**src/rtl/pingpong_line_shifter.sv**
```systemverilog
`timescale 1ns/1ps
module pingpong_line_shifter #(
  parameter int LINE_CYCLES  = 1024,
  parameter int START_CYC    = 219,
  parameter int LINE_BYTES   = 40,
  parameter int ACTIVE_LINES = 200,
  parameter int LINE_W       = 10,
  localparam int CW = $clog2(LINE_CYCLES),
  localparam int AW = $clog2(LINE_BYTES)
) (
  input  logic              clk,
  input  logic              rst_n,
  input  logic              line_start,
  input  logic [LINE_W-1:0] line_num,
  input  logic              field_odd,
  input  logic [LINE_W-1:0] start_odd,
  input  logic [LINE_W-1:0] start_even,
  input  logic              wr_en,
  input  logic              wr_buf,
  input  logic [AW-1:0]     wr_addr,
  input  logic [7:0]        wr_data,
  output logic              video_out,
  output logic              buf_done,
  output logic              cur_buf,
  output logic              collision
);

  localparam int STOP_CYC = START_CYC + 16 * LINE_BYTES;

  logic [CW-1:0]     cnt, cnt_nx, pos;
  logic              active_r, front;
  logic [7:0]        mem [2][LINE_BYTES];
  logic [LINE_W-1:0] rel;
  logic              line_act, in_win, owned, blocked, pix;
  logic [AW-1:0]     byte_i;
  logic [2:0]        bit_i;

  assign cnt_nx   = line_start ? '0 : (cnt == CW'(LINE_CYCLES - 1)) ? cnt : cnt + CW'(1);
  assign rel      = line_num - (field_odd ? start_odd : start_even);
  assign line_act = rel < LINE_W'(ACTIVE_LINES);
  assign in_win   = active_r && !line_start &&
                    cnt_nx >= CW'(START_CYC) && cnt_nx < CW'(STOP_CYC);
  assign pos      = cnt_nx - CW'(START_CYC);
  assign byte_i   = AW'(pos >> 4);
  assign bit_i    = 3'd7 - 3'(pos >> 1);
  assign pix      = (byte_i != '0) && (byte_i != AW'(LINE_BYTES - 1)) && mem[front][byte_i][bit_i];
  assign owned    = active_r && cnt < CW'(STOP_CYC);
  assign blocked  = wr_buf == front && owned;
  assign cur_buf  = front;

  always_ff @(posedge clk) begin
    if (!rst_n) begin
      cnt       <= CW'(LINE_CYCLES - 1);
      active_r  <= 1'b0;
      front     <= 1'b0;
      video_out <= 1'b0;
      buf_done  <= 1'b0;
      collision <= 1'b0;
    end else begin
      cnt <= cnt_nx;
      if (line_start) begin
        active_r <= line_act;
        if (line_act) front <= ~front;
      end
      video_out <= in_win && pix;
      buf_done  <= active_r && !line_start && cnt_nx == CW'(STOP_CYC);
      if (wr_en && blocked) collision <= 1'b1;
    end
  end

  always_ff @(posedge clk)
    if (wr_en && !blocked) mem[wr_buf][wr_addr] <= wr_data;


  quiet_before_start_chk: assert property (@(posedge clk) disable iff (!rst_n)
    (cnt < CW'(START_CYC)) |-> !video_out);


  quiet_when_hidden_chk: assert property (@(posedge clk) disable iff (!rst_n)
    video_out |-> active_r);


  swap_only_at_line_chk: assert property (@(posedge clk) disable iff (!rst_n)
    !line_start |=> $stable(front));


  done_single_chk: assert property (@(posedge clk) disable iff (!rst_n)
    buf_done |=> !buf_done);


  collision_sticky_chk: assert property (@(posedge clk) disable iff (!rst_n)
    collision |=> collision);

endmodule

```
**config.mk**
```make
export PLATFORM = sky130hd
export DESIGN_NAME = pingpong_line_shifter
export DESIGN_NICKNAME = d
export VERILOG_FILES = /design/src/rtl/pingpong_line_shifter.sv
export SDC_FILE = /design/constraint.sdc
export NUM_CORES = 1
export LEC_CHECK = 0
export ABC_AREA = 1
export BUFFER_PORTS_ARGS = -buffer_cell sky130_fd_sc_hd__buf_2
export CAP_MARGIN = 20
export CORE_MARGIN = 4
export CORE_UTILIZATION = 57
export CTS_CLUSTER_DIAMETER = 30
export DETAILED_ROUTE_END_ITERATION = 8
export PLACE_DENSITY = 0.75
export SETUP_SLACK_MARGIN = 0.2
export SYNTH_ARGS = -nofsm -noshare
export SYNTH_HDL_FRONTEND = slang
export SYNTH_SLANG_ARGS = --single-unit
export TNS_END_PERCENT = 100
```
**constraint.sdc**
```tcl
create_clock -name clk -period 3.5 [get_ports clk]
set_clock_uncertainty 0.2 [all_clocks]
set_input_delay 0.875 -clock clk [delete_from_list [all_inputs] [get_ports clk]]
set_output_delay 0.875 -clock clk [all_outputs]
set_load 0.05 [all_outputs]
```
# Yosys cells after proc, flatten, opt, wreduce, memory -nomap -nowiden
# Memories as Yosys holds them, arrays and structs flattened. A register that Yosys moved wholly into a read port is not among the register bits.
# Cells that the tools add are included.
[op_classes]
n_addsub = 4
order_cmp = 8
n_eq_ne = 4
mux = 14
n_bitwise = 3
n_reduce_logical = 16
[op_table]
columns = ["operator", "n"]
rows = [
  ["2-to-1 mux 320 bit", 1],
  ["binary-select mux 8 bit (select 6 bit)", 1],
  ["demux 8 bit (select 6 bit)", 1],
  ["2-to-1 mux 10 bit", 3],
  ["2-to-1 mux 8 bit", 3],
  ["equality test 10 bit (second input constant)", 2],
  ["< comparator 10 bit (second input constant)", 2],
  ["greater-or-equal comparator 7 bit (second input constant)", 2],
  ["NOT 6 -> 7 bit", 2],
  ["logical AND 1 bit", 12],
  ["adder 10 x 1 -> 10 bit (second input constant)", 1],
  ["greater-or-equal comparator 10 x 8 -> 1 bit (second input constant)", 1],
  ["< comparator 10 x 8 -> 1 bit (second input constant)", 1],
  ["subtractor 10 bit", 1],
  ["subtractor 10 x 8 -> 10 bit (second input constant)", 1],
  ["< comparator 7 x 1 -> 1 bit (second input constant)", 1],
  ["inequality test 6 bit (second input constant)", 1],
  ["nonzero test 6 bit", 1],
  ["< comparator 3 x 4 -> 1 bit (second input constant)", 1],
  ["2-to-1 mux 1 bit", 4],
  ["binary-select mux 1 bit (select 3 bit)", 1],
  ["subtractor 3 bit (first input constant)", 1],
  ["zero test 1 bit", 2],
  ["AND reduction 2 bit", 1],
  ["other kinds (2)", 2],
]
[totals]
reg_bits = 15
ram_bits = 640
input_bits = 50
elab_cells = 56
memories = 1
[mem_list]
columns = ["memory", "words", "width", "read_ports", "rd_clocked_by_memory_dff", "wr", "line", "source"]
rows = [
  ["mem", 2, 320, 1, 1, 1, "32", "logic [7:0] mem [2][LINE_BYTES];"],
]

# Logic depth before layout (Yosys ltp)
[logic_depth]
word_depth = 12
ltp_mapped = 30

# Worst setup path after synthesis
# No wires, ideal clock.
[synth_timing]
kind = "input-to-reg"
startpoint = "input port line_start"
endpoint = "register video_out"
setup_ns = 0.113
arrival_time_ns = 3.159
t_required_ns = 3.187
slack_ns = 0.028
cell_stages = 25
path_buffers = 4
cell_sequence = "inv_1 -> clkbuf_1 -> nand2_1 -> nor2_2 -> ha_1 -> inv_1 -> nand2_4 -> nand2_2 -> nand2_4 -> nand2_2 -> buf_6 -> buf_6 -> buf_2 -> o21ai_0 -> nand2_1 -> a21oi_1 -> nor2_1 -> nand2_1 -> nand2_1 -> nand2_1 -> nand2_1 -> nand3_1 -> nand2_1 -> nor2_1 -> nor2_1"
[synth_via]
elab_chain_len = 10
word_cells_on_any_way = 20
cone_classes = "add/sub: 2; order compare: 2; eq/ne: 1; mux: 6; bitwise: 1; reduce/logical: 8"
[synth_lines]
columns = ["element", "line", "source"]
rows = [
  ["start, declared", "13", "input logic line_start,"],
  ["2-to-1 mux 10 bit (*)", "38", "assign cnt_nx = line_start ? '0 : (cnt == CW'(LINE_CYCLES - 1)) ? cnt : cnt + CW'(1);"],
  ["net cnt_nx[0]", "30", "logic [CW-1:0] cnt, cnt_nx, pos;"],
  ["subtractor 10 x 8 -> 10 bit", "43", "assign pos = cnt_nx - CW'(START_CYC);"],
  ["NOT 6 -> 7 bit (not written as such)", "46", "assign pix = (byte_i != '0) && (byte_i != AW'(LINE_BYTES - 1)) && mem[front][byte_i][bit_i];"],
  ["binary-select mux 8 bit (select 6 bit)", "46", ""],
  ["2-to-1 mux 8 bit (not written as such) (2 in a row)", "46", ""],
  ["binary-select mux 1 bit (select 3 bit)", "46", ""],
  ["2-to-1 mux 1 bit (not written as such)", "46", ""],
  ["logical AND 1 bit", "46", ""],
  ["logical AND 1 bit (*)", "65", "video_out <= in_win && pix;"],
  ["end signal, assigned", "65", ""],
  ["end, declared", "22", "output logic video_out,"],
]
# Mark *: on every way through the listed nets, which the timed path passes. The rest lies on a longest branch. The select of a mux whose other input is x is not followed.
# A chain may end at the register's enable or synchronous reset.

# Worst setup path in the final report
[layout_timing]
startpoint = "register cnt[0]"
endpoint = "register video_out"
[layout_via]
elab_chain_len = 12
word_cells_on_any_way = 21
cone_classes = "add/sub: 3; order compare: 2; eq/ne: 2; mux: 7; bitwise: 1; reduce/logical: 6"
[layout_lines]
columns = ["element", "line", "source"]
rows = [
  ["start, declared", "30", ""],
  ["start signal, assigned", "53", "cnt <= CW'(LINE_CYCLES - 1);"],
  ["start signal, assigned", "60", "cnt <= cnt_nx;"],
  ["adder 10 x 1 -> 10 bit or equality test 10 bit (tied branches)", "38", ""],
  ["2-to-1 mux 10 bit (*) (2 in a row)", "38", ""],
  ["subtractor 10 x 8 -> 10 bit", "43", ""],
  ["NOT 6 -> 7 bit (not written as such)", "46", ""],
  ["binary-select mux 8 bit (select 6 bit)", "46", ""],
  ["2-to-1 mux 8 bit (not written as such) (2 in a row)", "46", ""],
  ["binary-select mux 1 bit (select 3 bit)", "46", ""],
  ["2-to-1 mux 1 bit (not written as such)", "46", ""],
  ["logical AND 1 bit", "46", ""],
  ["logical AND 1 bit (*)", "65", ""],
]
# Every way passes the cells marked *; elsewhere a longest branch is shown, timed or not. The select of a mux whose other input is x is not followed.

==> metrics <==
Critical Path Source Type=flop; Synth Area in Compound Gates=0.05540; most frequent cells in the layout=nand2_1, edfxtp_1, nor2_1; Post-Synth XOR/XNOR Area=0.003714; Pins Over Slew Limit=0; first-pass GRT wire length=119000 µm; syn_nets=2661; run status=complete, no violations; worst slew pin tran=1.026 ns; fraction of layout cells with a size suffix above 1=0.2069; data arrival time of the worst path=3.87 ns; Clock Latency Late Sink=0.66 ns; via count of the first global-routing pass=21020; HPWL after detailed placement=44030 µm; hold crit path type=reg -> reg; crit path time final=3.475 ns; vias per inst=5.776; post-place instance area=0.03069 mm²; drt total wl=78030 µm; mapped cell area=0.02830 mm²; Worst VDD drop=0.5629 mV; area of the multi-input gates=0.008319 mm²; initial core utilization=0.5770; worst setup margin=0.02509 ns; gpl congestion=0.9130; Post-Synth Simple-Gate Area=0.1923; CTS tree=built; Cell Pwr Density=654.5 mW/mm²; Post-Syn Instances=2601; CP most frequent cell=nand2_1; Max-Cap Viols=0; crit path max fanout=18; # DRC=0; CP max stage delay=0.34 ns; Antenna Cells=0; die span in x=230.8 µm; Clock transition at path regs=0.04 ns; final count of hold timing violations=0; Sinks on Clock Net=656; hold_ws=0.2411 ns; combinational family with the most area after synthesis=simple AND/OR/NAND/NOR gates; Post-Synth Adder-Cell Area=0.004421; H-tree Lvls=3; synth unique cells=40; register bit total from synthesis=656; DIE AREA=0.05328 mm²; largest net degree at the start of global routing=117; ANT nets after route=0; dpl ws=-0.3992 ns; crit end category=flop; RR Startpoint=cnt[0]; Synth warnings=0; CTS Buffer Depth=3; RSZ-0062 raised after global routing=yes; via count=21090; Syn-to-layout area delta=26.08%; mux cell area share after synthesis=0.02370; most common cell after layout, fill and taps aside=nand2_1; CP startpoint=cnt[0]; Total GRT Usage=0.2891; Die H=230.8 µm; hold path startpoint=collision; Mapped Avg Cell Area=10.88 µm²; Reg area=0.01955 mm²; Initial DRT Pass Iterations=6; Critical-path top delay cell=dfxtp_2; I/O Buffers=53; total power=23.35 mW; CTS buffer count=118; initial antenna violation count=0; Ports=54; core region area=0.04905 mm²; Seq/Total Area, Yosys=0.6904; Core Rows=81; slew margin rel.=0.3159; final number of setup-violating endpoints=0; CTS hold repair buffers=0; root buf cell=clkbuf_16; total global routing overflow=0; Tcrit/Tclk final=0.9928; Req. time, crit path=3.89 ns; Core Util, Final=0.7274; leakage=13.83 nW; DR WL/cell=21.37 µm; fmax=287.8 MHz; Layout Nets=2948; Non-Filler Cell Area, Final=0.03568 mm²; FILL cells=3224; initial DRC count=2716; WS Path Type=reg -> reg
==> worst paths after layout <==
path                             endpoint  slack (ns)  cells after the start
worst max-delay path            video_out        0.03                     26
worst min-delay path            collision        0.24                      2
worst max register to register  video_out        0.03                     26
worst min register to register  collision        0.24                      2
==> report_power, final <==
| part | switching, mW | internal, mW | total (mW) |
|---|---|---|---|
| Combinational | 2.21 | 1.21 | 3.41 |
| Clock | 4.06 | 7.20 | 11.3 |
| Sequential | 0.0206 | 8.66 | 8.68 |
==> metal layers <==
metal	wire length (µm)	share of wire	vias up	global-route usage
met4	3275	0.042	0	0.1332
li1	-	-	9566	-
met3	7564	0.097	231	0.05146
met2	38120	0.49	1210	0.4730
met1	29070	0.37	10080	0.3810
met5	0	0	-	0
==> cells in the mapped netlist, drive strengths merged <==
cell type,count,share of area
ha,10,0.0044
xor2,3,0.0016
edfxtp,640,0.68
o211ai,1,0.00027
mux2i,67,0.024
or2,1,0.00022
and2,1,0.00022
o2111ai,1,0.00031
buf,54,0.012
nor4,8,0.0018
o21ai,257,0.046
dfxtp,16,0.011
o221ai,1,0.00031
nor2,333,0.046
nand4,6,0.0013
xnor2,6,0.0021
nor3,8,0.0014
nand3b,1,0.00027
inv,52,0.0069
a21oi,42,0.0078
nand2,885,0.12
clkbuf,81,0.011
a221oi,1,0.00031
o31ai,3,0.00080
nand3,123,0.023
==> sequential cells by signal, summed over array words and instances, names as in the netlist, named ones only <==
| name | flops |
|---|---|
| cur_buf | 1 |
| buf_done | 1 |
| cnt | 10 |
| video_out | 1 |
| mem | 640 |
| active_r | 1 |
| collision | 1 |
==> timing repair <==
item                                   CTS  global route
pin swaps                               25            32
setup endpoints to repair                1             6
resized for setup                       78            66
cloned                                   7             4
endpoints found under the hold margin    0             0
setup buffers                           17             7
==> cells by family after synthesis <==
| group | Yosys count |
|---|---|
| flip-flops | 656 |
| multiplexers | 67 |
| buffers and inverters | 187 |
| adder cells (fa/ha/maj) | 10 |
| AND/OR/NAND/NOR | 1366 |
| XOR/XNOR | 9 |
| AO/OA/AOI/OAI | 306 |
==> final cells by class <==
type,instances,share of cell area
clock buffers,122,0.08318
clock inverters,97,0.02840
inverters,52,0.005996
multi-input cells,1759,0.2332
flip-flops and latches,656,0.5478
well taps,664,0.02328
repair buffers,301,0.07820
==> worst max-delay path: cells and delay by family, from the launching register on <==
family	cells	cell delay [ns]
and+or+nand+nor	15	1.44
buffers and inverters	8	1.02
DFF	1	0.34
AOI/OAI and AO/OA	2	0.27
adders and majority gates	1	0.15
==> stage by stage <==
step	setup TNS (ns)	cells
CTS	0	3640
global route	-0.1432	3651
floorplan	0	2601
detailed placement	-0.3992	3397
global placement	-0.4289	3397
finish	0	3651
Note: power is estimated with default switching activity, not from simulation.
